## src/rtl/sram_ctl_pkg.sv

```systemverilog
// Shared state type and timing helpers for the static RAM strobe controller.
// Assumes times are given in picoseconds and a grade index in 0..5.
package sram_ctl_pkg;

    typedef enum logic [2:0] {
        ST_IDLE,
        ST_RD_ACC,
        ST_RD_CAP,
        ST_TURN,
        ST_WR_SET,
        ST_WR_PULSE,
        ST_WR_REC
    } ctl_state_t;

    // Minimum read/write cycle time of a grade (equals address access time).
    function automatic int unsigned grade_cycle_ps(input int unsigned g);
        case (g)
            0:       return 10000;
            1:       return 12000;
            2:       return 15000;
            3:       return 17000;
            4:       return 20000;
            default: return 25000;
        endcase
    endfunction

    // Minimum write strobe width of a grade.
    function automatic int unsigned grade_pulse_ps(input int unsigned g);
        case (g)
            0:       return 7000;
            1:       return 8000;
            2:       return 10000;
            3:       return 12000;
            4:       return 13000;
            default: return 15000;
        endcase
    endfunction

    // Longest time the RAM may still drive its pins after a deselect.
    function automatic int unsigned grade_float_ps(input int unsigned g);
        case (g)
            0:       return 5000;
            1:       return 6000;
            2:       return 7000;
            3:       return 7000;
            4:       return 8000;
            default: return 10000;
        endcase
    endfunction

    // Ceiling division of a time by the clock period, never below one cycle.
    function automatic int unsigned phase_cycles(input int unsigned t_ps,
                                                 input int unsigned clk_ps);
        int unsigned q;
        q = (t_ps + clk_ps - 1) / clk_ps;
        return (q < 1) ? 1 : q;
    endfunction

endpackage

```

## src/rtl/sram_ctl_float.sv

```systemverilog
// Bus float tracker: counts the cycles after the output enable is released
// during which the RAM may still drive the data pins.
// Assumes oe_release pulses on the edge where the read access ends.
module sram_ctl_float #(
    parameter int unsigned TURN_CYC = 1,
    localparam int unsigned FLT_W   = $clog2(TURN_CYC + 1)
) (
    input  logic clk,
    input  logic rst_n,
    input  logic oe_release,
    output logic float_busy
);

    logic [FLT_W-1:0] flt_q;

    // Load the float window on release, then count it down to zero.
    always_ff @(posedge clk) begin
        if (!rst_n) begin
            flt_q <= '0;
        end else if (oe_release) begin
            flt_q <= FLT_W'(TURN_CYC);
        end else if (flt_q != '0) begin
            flt_q <= flt_q - FLT_W'(1);
        end
    end

    // More than one cycle left means driving at the next edge is too early.
    assign float_busy = (flt_q > FLT_W'(1));

endmodule

```

## src/rtl/sram_ctl_fsm.sv

```systemverilog
// Transaction sequencer: walks read and write phases, each held for its
// computed number of cycles by one shared down-counter.
// Assumes every phase length is at least one cycle.
module sram_ctl_fsm
    import sram_ctl_pkg::*;
#(
    parameter int unsigned ACC_CYC   = 1,
    parameter int unsigned SET_CYC   = 1,
    parameter int unsigned PULSE_CYC = 1,
    parameter int unsigned REC_CYC   = 1,
    parameter int unsigned CNT_W     = 1
) (
    input  logic       clk,
    input  logic       rst_n,
    input  logic       req_valid,
    input  logic       req_write,
    input  logic       float_busy,
    output ctl_state_t state,
    output logic       req_ready,
    output logic       accept,
    output logic       access_done
);

    ctl_state_t       state_q;
    ctl_state_t       state_d;
    logic [CNT_W-1:0] cnt_q;
    logic [CNT_W-1:0] cnt_d;
    logic             cnt_zero;

    assign cnt_zero    = (cnt_q == '0);
    assign req_ready   = (state_q == ST_IDLE);
    assign accept      = req_valid && req_ready;
    assign access_done = (state_q == ST_RD_ACC) && cnt_zero;
    assign state       = state_q;

    // Next phase and the counter value that times it.
    always_comb begin
        state_d = state_q;
        cnt_d   = cnt_zero ? cnt_q : cnt_q - CNT_W'(1);
        unique case (state_q)
            ST_IDLE: begin
                if (req_valid) begin
                    if (!req_write) begin
                        state_d = ST_RD_ACC;
                        cnt_d   = CNT_W'(ACC_CYC - 1);
                    end else if (float_busy) begin
                        state_d = ST_TURN;
                    end else begin
                        state_d = ST_WR_SET;
                        cnt_d   = CNT_W'(SET_CYC - 1);
                    end
                end
            end
            ST_RD_ACC: begin
                if (cnt_zero) state_d = ST_RD_CAP;
            end
            ST_RD_CAP: begin
                state_d = ST_IDLE;
            end
            ST_TURN: begin
                if (!float_busy) begin
                    state_d = ST_WR_SET;
                    cnt_d   = CNT_W'(SET_CYC - 1);
                end
            end
            ST_WR_SET: begin
                if (cnt_zero) begin
                    state_d = ST_WR_PULSE;
                    cnt_d   = CNT_W'(PULSE_CYC - 1);
                end
            end
            ST_WR_PULSE: begin
                if (cnt_zero) begin
                    state_d = ST_WR_REC;
                    cnt_d   = CNT_W'(REC_CYC - 1);
                end
            end
            ST_WR_REC: begin
                if (cnt_zero) state_d = ST_IDLE;
            end
            default: begin
                state_d = ST_IDLE;
                cnt_d   = '0;
            end
        endcase
    end

    // State and phase counter registers.
    always_ff @(posedge clk) begin
        if (!rst_n) begin
            state_q <= ST_IDLE;
            cnt_q   <= '0;
        end else begin
            state_q <= state_d;
            cnt_q   <= cnt_d;
        end
    end

endmodule

```

## src/rtl/sram_ctl_datapath.sv

```systemverilog
// Request latch, read capture and pin decode for the strobe controller.
// Assumes state comes straight from the sequencer's state register.
module sram_ctl_datapath
    import sram_ctl_pkg::*;
#(
    parameter int unsigned ADDR_W = 19,
    parameter int unsigned DATA_W = 8
) (
    input  logic              clk,
    input  logic              rst_n,
    input  ctl_state_t        state,
    input  logic              accept,
    input  logic              access_done,
    input  logic [ADDR_W-1:0] req_addr,
    input  logic [DATA_W-1:0] req_wdata,
    input  logic [DATA_W-1:0] mem_dq_in,
    output logic [ADDR_W-1:0] mem_addr,
    output logic [DATA_W-1:0] mem_dq_out,
    output logic              mem_ce_n,
    output logic              mem_we_n,
    output logic              mem_oe_n,
    output logic              mem_dq_oe,
    output logic [DATA_W-1:0] rd_data,
    output logic              rd_valid
);

    logic [ADDR_W-1:0] addr_q;
    logic [DATA_W-1:0] wdata_q;
    logic [DATA_W-1:0] rdata_q;

    // Hold the accepted address and write data for the whole transaction.
    always_ff @(posedge clk) begin
        if (!rst_n) begin
            addr_q  <= '0;
            wdata_q <= '0;
        end else if (accept) begin
            addr_q  <= req_addr;
            wdata_q <= req_wdata;
        end
    end

    // Sample the data pins on the edge that closes the access window.
    always_ff @(posedge clk) begin
        if (!rst_n) begin
            rdata_q <= '0;
        end else if (access_done) begin
            rdata_q <= mem_dq_in;
        end
    end

    // Strobe and bus-drive decode from the registered state.
    always_comb begin
        mem_ce_n  = 1'b1;
        mem_we_n  = 1'b1;
        mem_oe_n  = 1'b1;
        mem_dq_oe = 1'b0;
        unique case (state)
            ST_RD_ACC: begin
                mem_ce_n = 1'b0;
                mem_oe_n = 1'b0;
            end
            ST_WR_SET, ST_WR_REC: begin
                mem_ce_n  = 1'b0;
                mem_dq_oe = 1'b1;
            end
            ST_WR_PULSE: begin
                mem_ce_n  = 1'b0;
                mem_we_n  = 1'b0;
                mem_dq_oe = 1'b1;
            end
            default: begin
                mem_ce_n = 1'b1;
            end
        endcase
    end

    assign mem_addr   = addr_q;
    assign mem_dq_out = wdata_q;
    assign rd_data    = rdata_q;
    assign rd_valid   = (state == ST_RD_CAP);

endmodule

```

## src/rtl/sram_ctl_top.sv

```systemverilog
// Static RAM strobe controller top: derives phase lengths from the clock
// period and grade, then joins sequencer, float tracker and datapath.
// Assumes CLK_PERIOD_PS > 0 and GRADE in 0..5 (larger values act as 5).
module sram_ctl_top
    import sram_ctl_pkg::*;
#(
    parameter int unsigned CLK_PERIOD_PS = 20000,
    parameter int unsigned GRADE         = 0,
    parameter int unsigned ADDR_W        = 19,
    parameter int unsigned DATA_W        = 8
) (
    input  logic              clk,
    input  logic              rst_n,
    input  logic              req_valid,
    output logic              req_ready,
    input  logic              req_write,
    input  logic [ADDR_W-1:0] req_addr,
    input  logic [DATA_W-1:0] req_wdata,
    output logic              rd_valid,
    output logic [DATA_W-1:0] rd_data,
    output logic [ADDR_W-1:0] mem_addr,
    output logic              mem_ce_n,
    output logic              mem_we_n,
    output logic              mem_oe_n,
    output logic [DATA_W-1:0] mem_dq_out,
    output logic              mem_dq_oe,
    input  logic [DATA_W-1:0] mem_dq_in
);

    localparam int unsigned T_CYC_PS   = grade_cycle_ps(GRADE);
    localparam int unsigned T_PULSE_PS = grade_pulse_ps(GRADE);
    localparam int unsigned T_FLT_PS   = grade_float_ps(GRADE);

    localparam int unsigned ACC_CYC   = phase_cycles(T_CYC_PS, CLK_PERIOD_PS);
    localparam int unsigned SET_CYC   = phase_cycles(0, CLK_PERIOD_PS);
    localparam int unsigned PULSE_CYC = phase_cycles(T_PULSE_PS, CLK_PERIOD_PS);
    localparam int unsigned REC_CYC   = phase_cycles(T_CYC_PS - T_PULSE_PS, CLK_PERIOD_PS);
    localparam int unsigned TURN_CYC  = phase_cycles(T_FLT_PS, CLK_PERIOD_PS);

    localparam int unsigned MAX_AP  = (ACC_CYC > PULSE_CYC) ? ACC_CYC : PULSE_CYC;
    localparam int unsigned MAX_RS  = (REC_CYC > SET_CYC) ? REC_CYC : SET_CYC;
    localparam int unsigned MAX_CYC = (MAX_AP > MAX_RS) ? MAX_AP : MAX_RS;
    localparam int unsigned CNT_W   = $clog2(MAX_CYC + 1);

    ctl_state_t state;
    logic       accept;
    logic       access_done;
    logic       float_busy;

    sram_ctl_fsm #(
        .ACC_CYC   (ACC_CYC),
        .SET_CYC   (SET_CYC),
        .PULSE_CYC (PULSE_CYC),
        .REC_CYC   (REC_CYC),
        .CNT_W     (CNT_W)
    ) u_fsm (
        .clk         (clk),
        .rst_n       (rst_n),
        .req_valid   (req_valid),
        .req_write   (req_write),
        .float_busy  (float_busy),
        .state       (state),
        .req_ready   (req_ready),
        .accept      (accept),
        .access_done (access_done)
    );

    sram_ctl_float #(
        .TURN_CYC (TURN_CYC)
    ) u_float (
        .clk        (clk),
        .rst_n      (rst_n),
        .oe_release (access_done),
        .float_busy (float_busy)
    );

    sram_ctl_datapath #(
        .ADDR_W (ADDR_W),
        .DATA_W (DATA_W)
    ) u_dp (
        .clk         (clk),
        .rst_n       (rst_n),
        .state       (state),
        .accept      (accept),
        .access_done (access_done),
        .req_addr    (req_addr),
        .req_wdata   (req_wdata),
        .mem_dq_in   (mem_dq_in),
        .mem_addr    (mem_addr),
        .mem_dq_out  (mem_dq_out),
        .mem_ce_n    (mem_ce_n),
        .mem_we_n    (mem_we_n),
        .mem_oe_n    (mem_oe_n),
        .mem_dq_oe   (mem_dq_oe),
        .rd_data     (rd_data),
        .rd_valid    (rd_valid)
    );

endmodule

```

## config.mk

```make
export PLATFORM = sky130hd
export DESIGN_NAME = sram_ctl_top
export DESIGN_NICKNAME = d
export VERILOG_FILES = /design/src/rtl/sram_ctl_pkg.sv /design/src/rtl/sram_ctl_float.sv /design/src/rtl/sram_ctl_fsm.sv /design/src/rtl/sram_ctl_datapath.sv /design/src/rtl/sram_ctl_top.sv
export SDC_FILE = /design/constraint.sdc
export NUM_CORES = 1
export LEC_CHECK = 0
export ABC_AREA = 0
export CORE_ASPECT_RATIO = 0.8
export CORE_MARGIN = 2
export CORE_UTILIZATION = 39
export CTS_CLUSTER_SIZE = 20
export DETAILED_ROUTE_END_ITERATION = 7
export PLACE_DENSITY = 0.84
export SLEW_MARGIN = 20
export SYNTH_ARGS = -nofsm -noshare
export SYNTH_HDL_FRONTEND = slang
export SYNTH_HIERARCHICAL = 1
export SYNTH_SLANG_ARGS = --single-unit
```

## constraint.sdc

```tcl
create_clock -name clk -period 1.7 [get_ports clk]
set_clock_uncertainty 0.1 [all_clocks]
set_input_delay 0.17 -clock clk [delete_from_list [all_inputs] [get_ports clk]]
set_output_delay 0.17 -clock clk [all_outputs]
set_load 0.005 [all_outputs]
```

==> results of run 1 <==
## flip-flops by register name, summed over array words and instances (netlist names)
register and cells:
u_dp/rd_data 8, u_fsm/state 3, u_dp/mem_addr 19, u_dp/mem_dq_out 8
## layout make-up
| class | count | area [sq um] | area share [%] |
|---|---|---|---|
| Sequential cell | 38 | 772 | 30.2 |
| Clock buffer | 7 | 86.3 | 3.38 |
| Clock inverter | 1 | 5.00 | 0.196 |
| Tap cell | 55 | 68.8 | 2.69 |
| Timing Repair Buffer | 86 | 872 | 34.1 |
| Inverter | 2 | 7.51 | 0.294 |
| Multi-Input combinational cell | 95 | 744 | 29.1 |
## worst paths after layout
check | from | end | slack (ns) | cells past startpoint
setup / recovery | u_fsm/state[1] | rd_valid | 0.05 | 2
setup reg to reg | u_fsm/state[2] | u_dp/mem_addr[4] | 0.12 | 6
hold reg to reg | u_dp/mem_addr[3] | u_dp/mem_addr[3] | 0.42 | 2
hold / removal | mem_dq_in[1] | u_dp/rd_data[1] | 0.41 | 3
## layer usage
| metal | global-route usage (%) | vias to the layer above |
|---|---|---|
| li1 | - | 647 |
| met1 | 20.9 | 570 |
| met5 | 0 | - |
| met2 | 25.4 | 54 |
| met4 | 5.36 | 0 |
| met3 | 6.81 | 7 |
## synth_stat cells
| cell type | number |
|---|---|
| sky130_fd_sc_hd__a21boi_0 | 1 |
| sky130_fd_sc_hd__a21boi_1 | 1 |
| sky130_fd_sc_hd__nor4bb_1 | 1 |
| sky130_fd_sc_hd__nor2b_1 | 37 |
| sky130_fd_sc_hd__a21oi_1 | 3 |
| sky130_fd_sc_hd__nand2_1 | 2 |
| sky130_fd_sc_hd__nor3_1 | 1 |
| sky130_fd_sc_hd__buf_12 | 2 |
| sky130_fd_sc_hd__buf_6 | 1 |
| sky130_fd_sc_hd__clkbuf_1 | 3 |
| sky130_fd_sc_hd__inv_1 | 1 |
| sky130_fd_sc_hd__dfxtp_1 | 38 |
| sky130_fd_sc_hd__buf_4 | 1 |
| sky130_fd_sc_hd__o21ai_0 | 3 |
| sky130_fd_sc_hd__o41ai_1 | 1 |
| sky130_fd_sc_hd__nand4b_1 | 1 |
| sky130_fd_sc_hd__conb_1 | 1 |
| sky130_fd_sc_hd__nor3b_1 | 2 |
| sky130_fd_sc_hd__nor2_1 | 1 |
| sky130_fd_sc_hd__mux2i_1 | 35 |
| sky130_fd_sc_hd__nand2b_1 | 2 |
| sky130_fd_sc_hd__buf_2 | 1 |
| sky130_fd_sc_hd__inv_2 | 1 |
| sky130_fd_sc_hd__a211o_1 | 1 |
| sky130_fd_sc_hd__and2_1 | 1 |
| sky130_fd_sc_hd__or4b_1 | 1 |
## report_power, final
| group | leakage, nW | switching (mW) | total (mW) | internal [mW] |
|---|---|---|---|---|
| logic | 0.606 | 0.212 | 0.613 | 0.401 |
| registers | 0.313 | 0.0578 | 1.03 | 0.976 |
| clock network | 0.0482 | 0.295 | 0.622 | 0.327 |
| total | 0.968 | 0.565 | 2.27 | 1.70 |
## repair_timing
action / CTS / global route
setup buffers: 0 / 2
pin swaps: 0 / 0
endpoints found under the setup margin: 6 / 5
gates resized for setup: 8 / 5
## metrics by stage
step	area, sq um	setup TNS (ns)	hold WS, ns	utilization [%]
after global placement	2420	0	0.395	63.1
after detailed placement	2420	0	0.403	63.1
after global routing	2560	-0.0169	0.408	66.8
final	2560	0	0.410	66.8
after CTS	2520	0	0.400	65.9
after floorplan	1570	0	0.198	-
## logic make-up after synthesis
family / count (synthesis) / share of synthesized area [%]
muxes: 35 / 22.3
AOI/OAI and AO/OA: 10 / 3.98
buffers and inverters: 10 / 5.26
DFF: 38 / 48.4
and+or+nand+nor: 49 / 19.8
other: 1 / 0.239
## worst max-delay path, cell delays in order (launching register included)
cell	delay [ns]
sky130_fd_sc_hd__dfxtp_4	0.40
sky130_fd_sc_hd__nor3b_2	0.18
sky130_fd_sc_hd__clkdlybuf4s50_1	0.52
==> parameters.txt, run 1 <==
Parameter                              Value

Global route
  Global-route wire length before repair ... 5650 um
  Via count of the first global-routing pass ... approximately 1200
  GRT Total Usage ... between 10% and 20%
  Total grt overflow ... 0
  Maximum number of pins on one net before global-route repair ... 38
  Number of antenna violations at the first check in global routing ... 0

Worst setup path
  Type of origin of the critical path ... flop
  Maximum fanout along the worst path ... 6
  Crit path required time ... between 1 and 1.5 ns
  Path type of the worst setup path ... flop to primary output
  Critical path arrival ... between 1 and 1.5 ns
  CP endpoint kind ... primary output

Place
  Number of placed cells counting well taps ... 274
  Number of port buffers ... 79
  Hpwl dp ... 2460 um
  Worst Setup Slack post-DPL ... about 0.093 ns
  Placer congestion estimate ... between 0.7 and 0.8

Synth
  Top cells by area, synth ... sky130_fd_sc_hd__dfxtp_1 48%, sky130_fd_sc_hd__mux2i_1 22%, sky130_fd_sc_hd__nor2b_1 15%
  Sequential element share of the synthesized area ... 48.4%
  Fraction of post-synthesis cell area in the top cell type by area ... 48.4%
  Per-instance average area after synthesis ... ~11 sq um
  Cell count after synthesis ... ~140
  Post-synthesis net count ... ~180
  Mapped cell area ... around 1600 sq um
  Post-synthesis cell type with the largest combined area ... sky130_fd_sc_hd__dfxtp_1
  Yosys warning total ... 6
  FF+latch count, synth ... 38
  Count of cell types in the netlist ... 26

Layout
  Highest-count cells in the layout ignoring fill and taps ... 76 x sky130_fd_sc_hd__clkdlybuf4s50_1, 36 x sky130_fd_sc_hd__nor2b_1, 35 x sky130_fd_sc_hd__mux2i_1, 35 x sky130_fd_sc_hd__dfxtp_1, 6 x sky130_fd_sc_hd__clkbuf_8
  Layout Nets ... 267
  Most common library cell in the layout ignoring fill and taps ... sky130_fd_sc_hd__clkdlybuf4s50_1
  Non-filler cells, final ... approximately 280
  Relative area change from synthesis to final layout ... 62.8%
  Fill count ... 330
  Share of final-layout standard cells stronger than drive strength 1 ... under 10%
  Inserted Diodes ... 0

STA
  Final period util ... a little over nine tenths
  Final critical path time including I/O delays and setup ... ~1.6 ns
  Final count of negative-setup-slack endpoints ... 0
  Fmax achieved ... 0.607 GHz
  Final hold vios ... 0
  Count of final max-slew check failures ... 0
  Worst path setup slack after routing ... around 0.054 ns

Floorplanning
  Top-level port count ... 80
  Row count ... 20
  Die height ... 60.8 um
  Die width ... roughly 75 um
  Effective utilization at floorplan ... between 40% and 50%
  Area of the core ... between 3000 and 4000 sq um
  Area of the die ... approximately 4600 sq um

CTS
  CTS H-Tree Depth ... 2
  Number of hold-repair buffers added at the cts stage ... 0
  Clk Tree Root Cell ... sky130_fd_sc_hd__clkbuf_8
  Clock Path Buffers ... 2
  Num CTS Buffers ... 5
  Clock tree from TritonCTS ... done
  CTS clk-pin slew, worst paths ... 0.07 ns
  Clock insertion delay at the later pin of the skew report ... 0.28 ns
  Clk sink count ... 38

Routing
  Routed len/inst ... roughly 12 um
  Pre-antenna DRT Iters ... 4
  Routed wire length on met2 ... between 1500 and 2000 um
  Number of vias after detailed routing ... roughly 1300
  Met3 WL post-DR ... 373 um
  DRT met1 WL ... approximately 1600 um
  Uppermost metal layer occupied by signal nets ... met4
  Final antenna-violating net count ... 0
  Number of DRC markers after the initial detailed-route iteration ... 19
  Detailed-route vias per instance ... between 4 and 5
  DRC violation count after routing ... 0
  Routed wire length ... 3550 um

Power and ir drop
  Pwr per Cell Area ... roughly 890 nW/um^2
  Overall Power ... 2.27 mW
  Max rail drop VDD ... 471 uV
  Total leakage power ... ~0.97 nW

Flow run
  Max-cap violation count ... 0

Min path
  Classification of the worst-slack hold path ... input pin to flop

Outcome
  Status ... finished, final reports clean
Note: power is estimated with default switching activity, not from simulation.
==> inputs of run 2 (changes only) <==
- SLEW_MARGIN: 20 -> not set
==> results of run 2 <==
Same layout as run 1: the final DEF is identical, and so are final timing and power.
